===== src/rtl/icd_pkg.sv =====
package icd_pkg;
  localparam int N_GRP = 2;
  typedef enum logic {GRP_A = 1'b0, GRP_B = 1'b1} grp_sel_e;
endpackage


===== src/rtl/icd_pin_filter.sv =====
// Synchronizes asynchronous pins and accepts a new level only after it has
// been held at the synchronizer output for STABLE_CYC consecutive clocks.
module icd_pin_filter #(
  parameter int W           = 4,
  parameter int SYNC_STAGES = 2,
  parameter int STABLE_CYC  = 2
) (
  input  logic         clk,
  input  logic         rst_n,
  input  logic [W-1:0] pin_i,
  output logic [W-1:0] filt_o
);
  localparam int CW = (STABLE_CYC > 1) ? $clog2(STABLE_CYC) : 1;

  logic [W-1:0] sync_q [SYNC_STAGES];
  logic [W-1:0] sync_last;

  always_ff @(posedge clk or negedge rst_n) begin
    if (!rst_n) begin
      for (int s = 0; s < SYNC_STAGES; s++) sync_q[s] <= '0;
    end else begin
      sync_q[0] <= pin_i;
      for (int s = 1; s < SYNC_STAGES; s++) sync_q[s] <= sync_q[s-1];
    end
  end

  assign sync_last = sync_q[SYNC_STAGES-1];

  for (genvar b = 0; b < W; b++) begin : g_bit
    logic [CW-1:0] cnt_q;
    logic          lvl_q;

    always_ff @(posedge clk or negedge rst_n) begin
      if (!rst_n) begin
        cnt_q <= '0;
        lvl_q <= 1'b0;
      end else if (sync_last[b] != lvl_q) begin
        if (cnt_q == CW'(STABLE_CYC - 1)) begin
          lvl_q <= sync_last[b];
          cnt_q <= '0;
        end else begin
          cnt_q <= cnt_q + 1'b1;
        end
      end else begin
        cnt_q <= '0;
      end
    end

    assign filt_o[b] = lvl_q;
  end
endmodule


===== src/rtl/icd_group_tracker.sv =====
// Snapshot and sticky change flags for one port group.
module icd_group_tracker #(
  parameter int W = 4
) (
  input  logic         clk,
  input  logic         rst_n,
  input  logic [W-1:0] filt_i,
  input  logic [W-1:0] dir_i,
  input  logic [W-1:0] mask_i,
  input  logic         take_i,
  output logic [W-1:0] snap_o,
  output logic [W-1:0] flag_o
);
  logic [W-1:0] snap_q, flag_q, mask_q;
  logic [W-1:0] unmask, arm, diff;

  assign unmask = mask_q & ~mask_i;
  assign arm    = dir_i & ~mask_i & ~mask_q;
  assign diff   = filt_i ^ snap_q;

  always_ff @(posedge clk or negedge rst_n) begin
    if (!rst_n) begin
      snap_q <= '0;
      flag_q <= '0;
      mask_q <= '0;
    end else begin
      mask_q <= mask_i;
      if (take_i) begin
        snap_q <= filt_i;
        flag_q <= '0;
      end else begin
        snap_q <= (snap_q & ~unmask) | (filt_i & unmask);
        flag_q <= flag_q | (diff & arm);
      end
    end
  end

  assign snap_o = snap_q;
  assign flag_o = flag_q;
endmodule


===== src/rtl/icd_read_port.sv =====
// Accepts group read requests and returns the captured value on valid/ready.
module icd_read_port #(
  parameter int W     = 4,
  parameter int N_GRP = 2,
  localparam int GW   = (N_GRP > 1) ? $clog2(N_GRP) : 1
) (
  input  logic                    clk,
  input  logic                    rst_n,
  input  logic                    req_valid_i,
  input  logic [GW-1:0]           req_grp_i,
  output logic                    req_ready_o,
  input  logic [N_GRP-1:0][W-1:0] filt_i,
  output logic [N_GRP-1:0]        take_o,
  output logic                    out_valid_o,
  output logic [W-1:0]            out_data_o,
  input  logic                    out_ready_i
);
  logic         val_q;
  logic [W-1:0] dat_q;
  logic         accept;

  assign req_ready_o = !val_q || out_ready_i;
  assign accept      = req_valid_i && req_ready_o;

  for (genvar g = 0; g < N_GRP; g++) begin : g_take
    assign take_o[g] = accept && (req_grp_i == GW'(g));
  end

  always_ff @(posedge clk or negedge rst_n) begin
    if (!rst_n) begin
      val_q <= 1'b0;
      dat_q <= '0;
    end else if (accept) begin
      val_q <= 1'b1;
      dat_q <= filt_i[req_grp_i];
    end else if (out_ready_i) begin
      val_q <= 1'b0;
    end
  end

  assign out_valid_o = val_q;
  assign out_data_o  = dat_q;
endmodule


===== src/rtl/icd_change_irq.sv =====
module icd_change_irq
  import icd_pkg::*;
#(
  parameter int GRP_W       = 4,
  parameter int SYNC_STAGES = 2,
  parameter int STABLE_CYC  = 2
) (
  input  logic             clk,
  input  logic             rst_n,
  input  logic [GRP_W-1:0] pin_a_i,
  input  logic [GRP_W-1:0] pin_b_i,
  input  logic [GRP_W-1:0] dir_a_i,
  input  logic [GRP_W-1:0] dir_b_i,
  input  logic [GRP_W-1:0] mask_a_i,
  input  logic [GRP_W-1:0] mask_b_i,
  input  logic             rd_req_valid_i,
  input  logic             rd_req_grp_i,
  output logic             rd_req_ready_o,
  output logic             snap_valid_o,
  output logic [GRP_W-1:0] snap_data_o,
  input  logic             snap_ready_i,
  output logic             int_n_o
);
  logic [N_GRP-1:0][GRP_W-1:0] pins, dirs, masks, filt, snap, flag;
  logic [N_GRP-1:0]            take;
  grp_sel_e                    grp_sel;

  assign pins[GRP_A]  = pin_a_i;
  assign pins[GRP_B]  = pin_b_i;
  assign dirs[GRP_A]  = dir_a_i;
  assign dirs[GRP_B]  = dir_b_i;
  assign masks[GRP_A] = mask_a_i;
  assign masks[GRP_B] = mask_b_i;
  assign grp_sel      = grp_sel_e'(rd_req_grp_i);

  for (genvar g = 0; g < N_GRP; g++) begin : g_grp
    icd_pin_filter #(
      .W(GRP_W), .SYNC_STAGES(SYNC_STAGES), .STABLE_CYC(STABLE_CYC)
    ) u_filt (
      .clk(clk), .rst_n(rst_n), .pin_i(pins[g]), .filt_o(filt[g])
    );

    icd_group_tracker #(.W(GRP_W)) u_trk (
      .clk(clk), .rst_n(rst_n), .filt_i(filt[g]), .dir_i(dirs[g]),
      .mask_i(masks[g]), .take_i(take[g]), .snap_o(snap[g]), .flag_o(flag[g])
    );
  end

  icd_read_port #(.W(GRP_W), .N_GRP(N_GRP)) u_rd (
    .clk(clk), .rst_n(rst_n),
    .req_valid_i(rd_req_valid_i), .req_grp_i(grp_sel), .req_ready_o(rd_req_ready_o),
    .filt_i(filt), .take_o(take),
    .out_valid_o(snap_valid_o), .out_data_o(snap_data_o), .out_ready_i(snap_ready_i)
  );

  assign int_n_o = ~(|flag);

  // Named taps for the bound checker.
  logic [GRP_W-1:0] flag_a, flag_b, filt_a, filt_b;
  assign flag_a = flag[GRP_A];
  assign flag_b = flag[GRP_B];
  assign filt_a = filt[GRP_A];
  assign filt_b = filt[GRP_B];
endmodule


===== config.mk =====
export PLATFORM = sky130hd
export DESIGN_NAME = icd_change_irq
export DESIGN_NICKNAME = d
export VERILOG_FILES = /design/src/rtl/icd_pkg.sv /design/src/rtl/icd_pin_filter.sv /design/src/rtl/icd_group_tracker.sv /design/src/rtl/icd_read_port.sv /design/src/rtl/icd_change_irq.sv
export SDC_FILE = /design/constraint.sdc
export NUM_CORES = 1
export LEC_CHECK = 0
export ABC_AREA = 1
export BUFFER_PORTS_ARGS = -buffer_cell sky130_fd_sc_hd__buf_2
export CORE_MARGIN = 2
export CORE_UTILIZATION = 45
export CTS_CLUSTER_SIZE = 10
export DETAILED_ROUTE_END_ITERATION = 6
export HOLD_SLACK_MARGIN = 0.15
export PLACE_DENSITY_LB_ADDON = 0.3
export SYNTH_ARGS = -nofsm -noshare
export SYNTH_HDL_FRONTEND = slang
export SYNTH_SLANG_ARGS = --single-unit
export TNS_END_PERCENT = 50

===== constraint.sdc =====
create_clock -name clk -period 1 [get_ports clk]
set_input_delay 0.1 -clock clk [delete_from_list [all_inputs] [get_ports clk]]
set_output_delay 0.1 -clock clk [all_outputs]
set_load 0.05 [all_outputs]

# After elaboration in Yosys (flattened, before gate mapping)
# Cells that the tools add are included.
# classes
n_reduce_logical	15
n_mux	24
shift	0
addsub	8
div	0
eq_ne	8
n_lt_le_gt_ge	1
bitwise	26
n_mul	0
# op_table
cell	n
$and A4 B4 Y4	12
$mux W4	6
$not A4 Y4	6
$mux W1	18
$or A4 B4 Y4	4
$reduce_and A2 Y1	8
$add A1 B1 Y1 const B	8
$ne A1 B1 Y1	8
$reduce_or A8 Y1	1
$xor A4 B4 Y4	2
$logic_and A1 B1 Y1	3
$lt A1 B2 Y1 const B	1
$not A1 Y1	2
$reduce_bool A2 Y1	1
$logic_not A1 Y1	1
$logic_or A1 B1 Y1	1
# word_totals
latch_bits	0
input_bits	29
register_bits	61
mem_count	0
ram_bits	0
out_inout_bits	7
romBits	0

# Longest topological paths before layout
# depth
ltp_word	6
depth_mapped	5
mapped_depth_nobuf	5

# Hierarchy
# Synthesis repeated with hierarchy kept, for this count alone.
# hier_totals
cells_unflattened	305
area_unflattened_um2	2597.5
# modules_own_cells
module	n_inst	area_per_inst_um2	seq_area_each_um2	cells_each
icd_group_tracker	2	596.8	300.3	78
icd_pin_filter	2	560.5	400.4	52
icd_read_port	1	256.5	125.1	38
icd_change_irq	1	26.3	0.0	7

# Worst setup path after synthesis
# OpenSTA, ideal clock, no wires.
# synth_path
kind	register to output
startpoint	register g_grp[0].u_trk.flag_q[0]
endpoint	output port int_n_o
stages_incl_launch_ff	4
t_arrival_ps	1572
required_ps	900
path_slack_ps	-672
path_cell_list	dfrtp_1 inv_1 nand3_1 nor3_1
# synth_between
elab_chain_len	2
# synth_rtl
element	line	rtl
start: declaration	icd_group_tracker.sv:14	logic [W-1:0] snap_q, flag_q, mask_q;
start signal: assignment	icd_group_tracker.sv:33	flag_q <= flag_q | (diff & arm);
$reduce_or A8 Y1	icd_change_irq.sv:56	assign int_n_o = ~(|flag);
$not A1 Y1	icd_change_irq.sv:56	
end: declaration	icd_change_irq.sv:22	output logic int_n_o
# Every way passes these cells.

# Final worst setup path
# layout_path
startpoint	register g_grp[0].u_trk.flag_q[2]
endpoint	output port int_n_o
# The elaborated chain is that of the path after synthesis.

==> impl_metrics.yaml <==
status:
  status: "complete, but fails checks"
  violations: "negative setup slack"
timing:
  worstMarginPinSlew_ns: 0.319
  rsz0062_at_grt: "true"
  setup-violations-final: 19
  hold_viol: 0
  setup_slack_ns: -0.353
  relSlewSlack_pct: 78.7
  min_period_ns: 1.35
  skew_ns: 0.00665
  final.period_utilization_pct: 135
  finalMaxSlewViolations: 0
  fmax_ghz: 0.739
synth:
  synth_top_cell_by_area: "dfrtp_1"
  avgSynthCellArea_um2: 9.59
  synth_top_area_share_pct: 63.4
  netlist_area_um2: 2410
  synth_flop_cell: "dfrtp_1"
  synth.most_common_cell: "nand2_1"
  ys_ff_latch: 61
  ys_seq_area_share_pct: 63.4
  async_reset_ff_share_pct: 100
  synth_fp_nets: 280
  synth_edf_count: 0
  yosysWarnings: 0
  synth_common_cells: "70 x nand2_1, 61 x dfrtp_1, 34 x inv_1"
  syn_inst: 251
  synth.distinct_cells: 18
  ys_top_cells_by_area: "dfrtp_1 63%, nand2_1 11%, inv_1 5.3%"
pwr:
  pwr-share-seq_pct: 43.3
  total_power_uw: 8520
  powerDensity_nw_per_um2: 2500
  switching_share_pct: 32.7
  clockPowerShare_pct: 27.5
  ir_worst_vdd_mv: 1.15
  p_switching_uw: 2790
  intPower_uw: 5730
  power_leakage_uw: 0.00170
  combinationalPowerShare_pct: 29.1
critical_path:
  cp_top_family: "flip-flops"
  crit_buf_inv: 2
  cp_slowest_cell: "dfrtp_1"
  cp_max_fo: 2
  max_stage_delay_ns: 0.37
  crit_chain: "inv_1, nand3_2, nor3_4, buf_6"
  worst_ep_arrival_time_ns: 1.25
  crit_type: "reg -> out"
  critPathRequiredTime_ns: 0.90
  start_kind: "flop"
  cp-end-kind: "output port"
layout:
  final_area_um2: 3410
  drive_above_1_share_pct: 27.0
  area_delta_synth_final_pct: 41.8
  final_util_pct: 66.4
  regArea_um2: 1530
  fillers: 404
  multiInputGateArea_um2: 802
  nets: 369
  diodes: 0
place:
  portBuffers: 35
  place_congestion: 0.762
  postPlaceCellArea_um2: 2780
  hpwl_um: 3100
floorplanning:
  ios: 36
  fp-row-count: 26
  die-area_um2: 5950
  coreArea_um2: 5140
  initial_core_util_pct: 46.8
  fp.dieW_um: 77.1
  die_y_um: 77.1
global_route:
  grt_remaining_overflow: 0
  antenna_found_initial: 0
  grt_start_max_net_pins: 62
  grt_pass1_wl_um: 7990
  grt_use_total_pct: 17.6
  grt_pass1_vias: 1809
route:
  drcViolationCount: 0
  drt-total-wl_um: 4860
  drtPass1Iterations: 4
  antenna_left: 0
  post_drt_wl_per_cell_um: 11.7
  avgViaCountPerCell: 4.65
  drt_iter0_drc: 114
  vias: 1925
clock_network:
  clk_latency_ns: 0.34
  cts_tree: "yes"
  cts.clk_slew.worst_paths_ns: 0.06
  cts_max_level: 3
  cts_inserted_buffers: 9
  clk_path_buf_depth: 2
  cts-root-buf: "clkbuf_8"
  cts_num_sinks: 61
min_path:
  hold_class: "in -> reg"
run:
  cap_viol_max_count: 0
-- power groups by stage --
stage	Sequential [µW]	Clock, µW	Combinational (µW)
floorplan	3830	0	1330
global placement	3680	0	2080
detailed placement	3700	0	2150
CTS	3670	2420	2450
global route	3790	2530	2770
finish	3690	2350	2480
-- logic make-up after synthesis --
group / count (synthesis) / synth area share, %
flops: 61 / 63.4
compound gates: 16 / 3.95
simple gates: 128 / 23.0
xor+xnor: 8 / 2.91
buf+inv: 38 / 6.76
-- worst paths after layout --
check	startpoint	endpoint	slack, ns	cells after the start
setup / recovery	g_grp[0].u_trk.flag_o[2]	int_n_o	-0.35	4
hold / removal	rd_req_grp_i	flop	0.18	3
setup reg to reg	u_rd.out_valid_o	u_rd.out_data_o[2]	-0.10	5
hold reg to reg	g_grp[1].u_filt.sync_q[6]	g_grp[1].u_filt.sync_last[2]	0.35	0
max in group asynchronous	rst_n	u_rd.out_valid_o	0.43	3
min in group asynchronous	rst_n	g_grp[0].u_filt.g_bit[2].lvl_q	0.29	3
-- per-stage QoR --
step | setup WS, ns | TNS (ns) | std cells | hold WS, ns
6_report | -0.353 | -1.31 | 414 | 0.181
5_1_grt | -0.432 | -2.26 | 414 | 0.186
4_1_cts | -0.362 | -1.62 | 413 | 0.158
3_5_place_dp | -0.0687 | -0.487 | 367 | 0.132
3_3_place_gp | -0.0540 | -0.134 | 367 | 0.132
2_1_floorplan | -0.0875 | -1.47 | 251 | -0.196
-- worst register-to-register path: stages, from the launching register on --
cell and delay [ns]:
dfrtp_2 0.43, nand2_4 0.12, buf_6 0.12, buf_6 0.10, nand4_1 0.14, nand3_1 0.13
-- placed cells by master, fill, tap and decap left out, types with 2 or more instances in the layout --
cell type and instances:
clkbuf_8 10, nand3_1 14, nand2_2 3, nor2_1 24
o21ai_0 8, nand4_1 9, buf_2 28, bufinv_16 2
a21oi_1 4, inv_2 6, a21oi_2 4, dlygate4sd3_1 27
buf_4 13, nand3_2 7, xnor2_1 8, buf_6 9
nand2_1 67, dfrtp_1 60, inv_1 29, nand3_4 3
-- per-layer routing --
layer	part of all wire, %	vias up	global-route usage [%]
li1	-	964	-
met1	46	910	22.6
met2	48	41	27.0
met3	4.1	10	5.53
met4	2.0	0	8.57
met5	0	-	0
-- final cells by class --
type                       instances  share of cell area (%)
tap                               70                    2.57
inverter                          36                    4.03
sequential                        61                    44.8
clock buffer                      11                    4.14
clock inverter                     4                    2.13
multi-input combinational        153                    23.5
timing repair buffer              79                    18.9
-- timing repair --
action / CTS / global route
endpoints found under the setup margin: 18 / 26
gates cloned: 0 / 1
gates resized for setup: 21 / 11
pin swaps: 4 / 4
endpoints found under the hold margin: 93 / 0
hold buffers: 27 / 0
setup buffers: 4 / 0
Note: power is estimated with default switching activity, not from simulation.
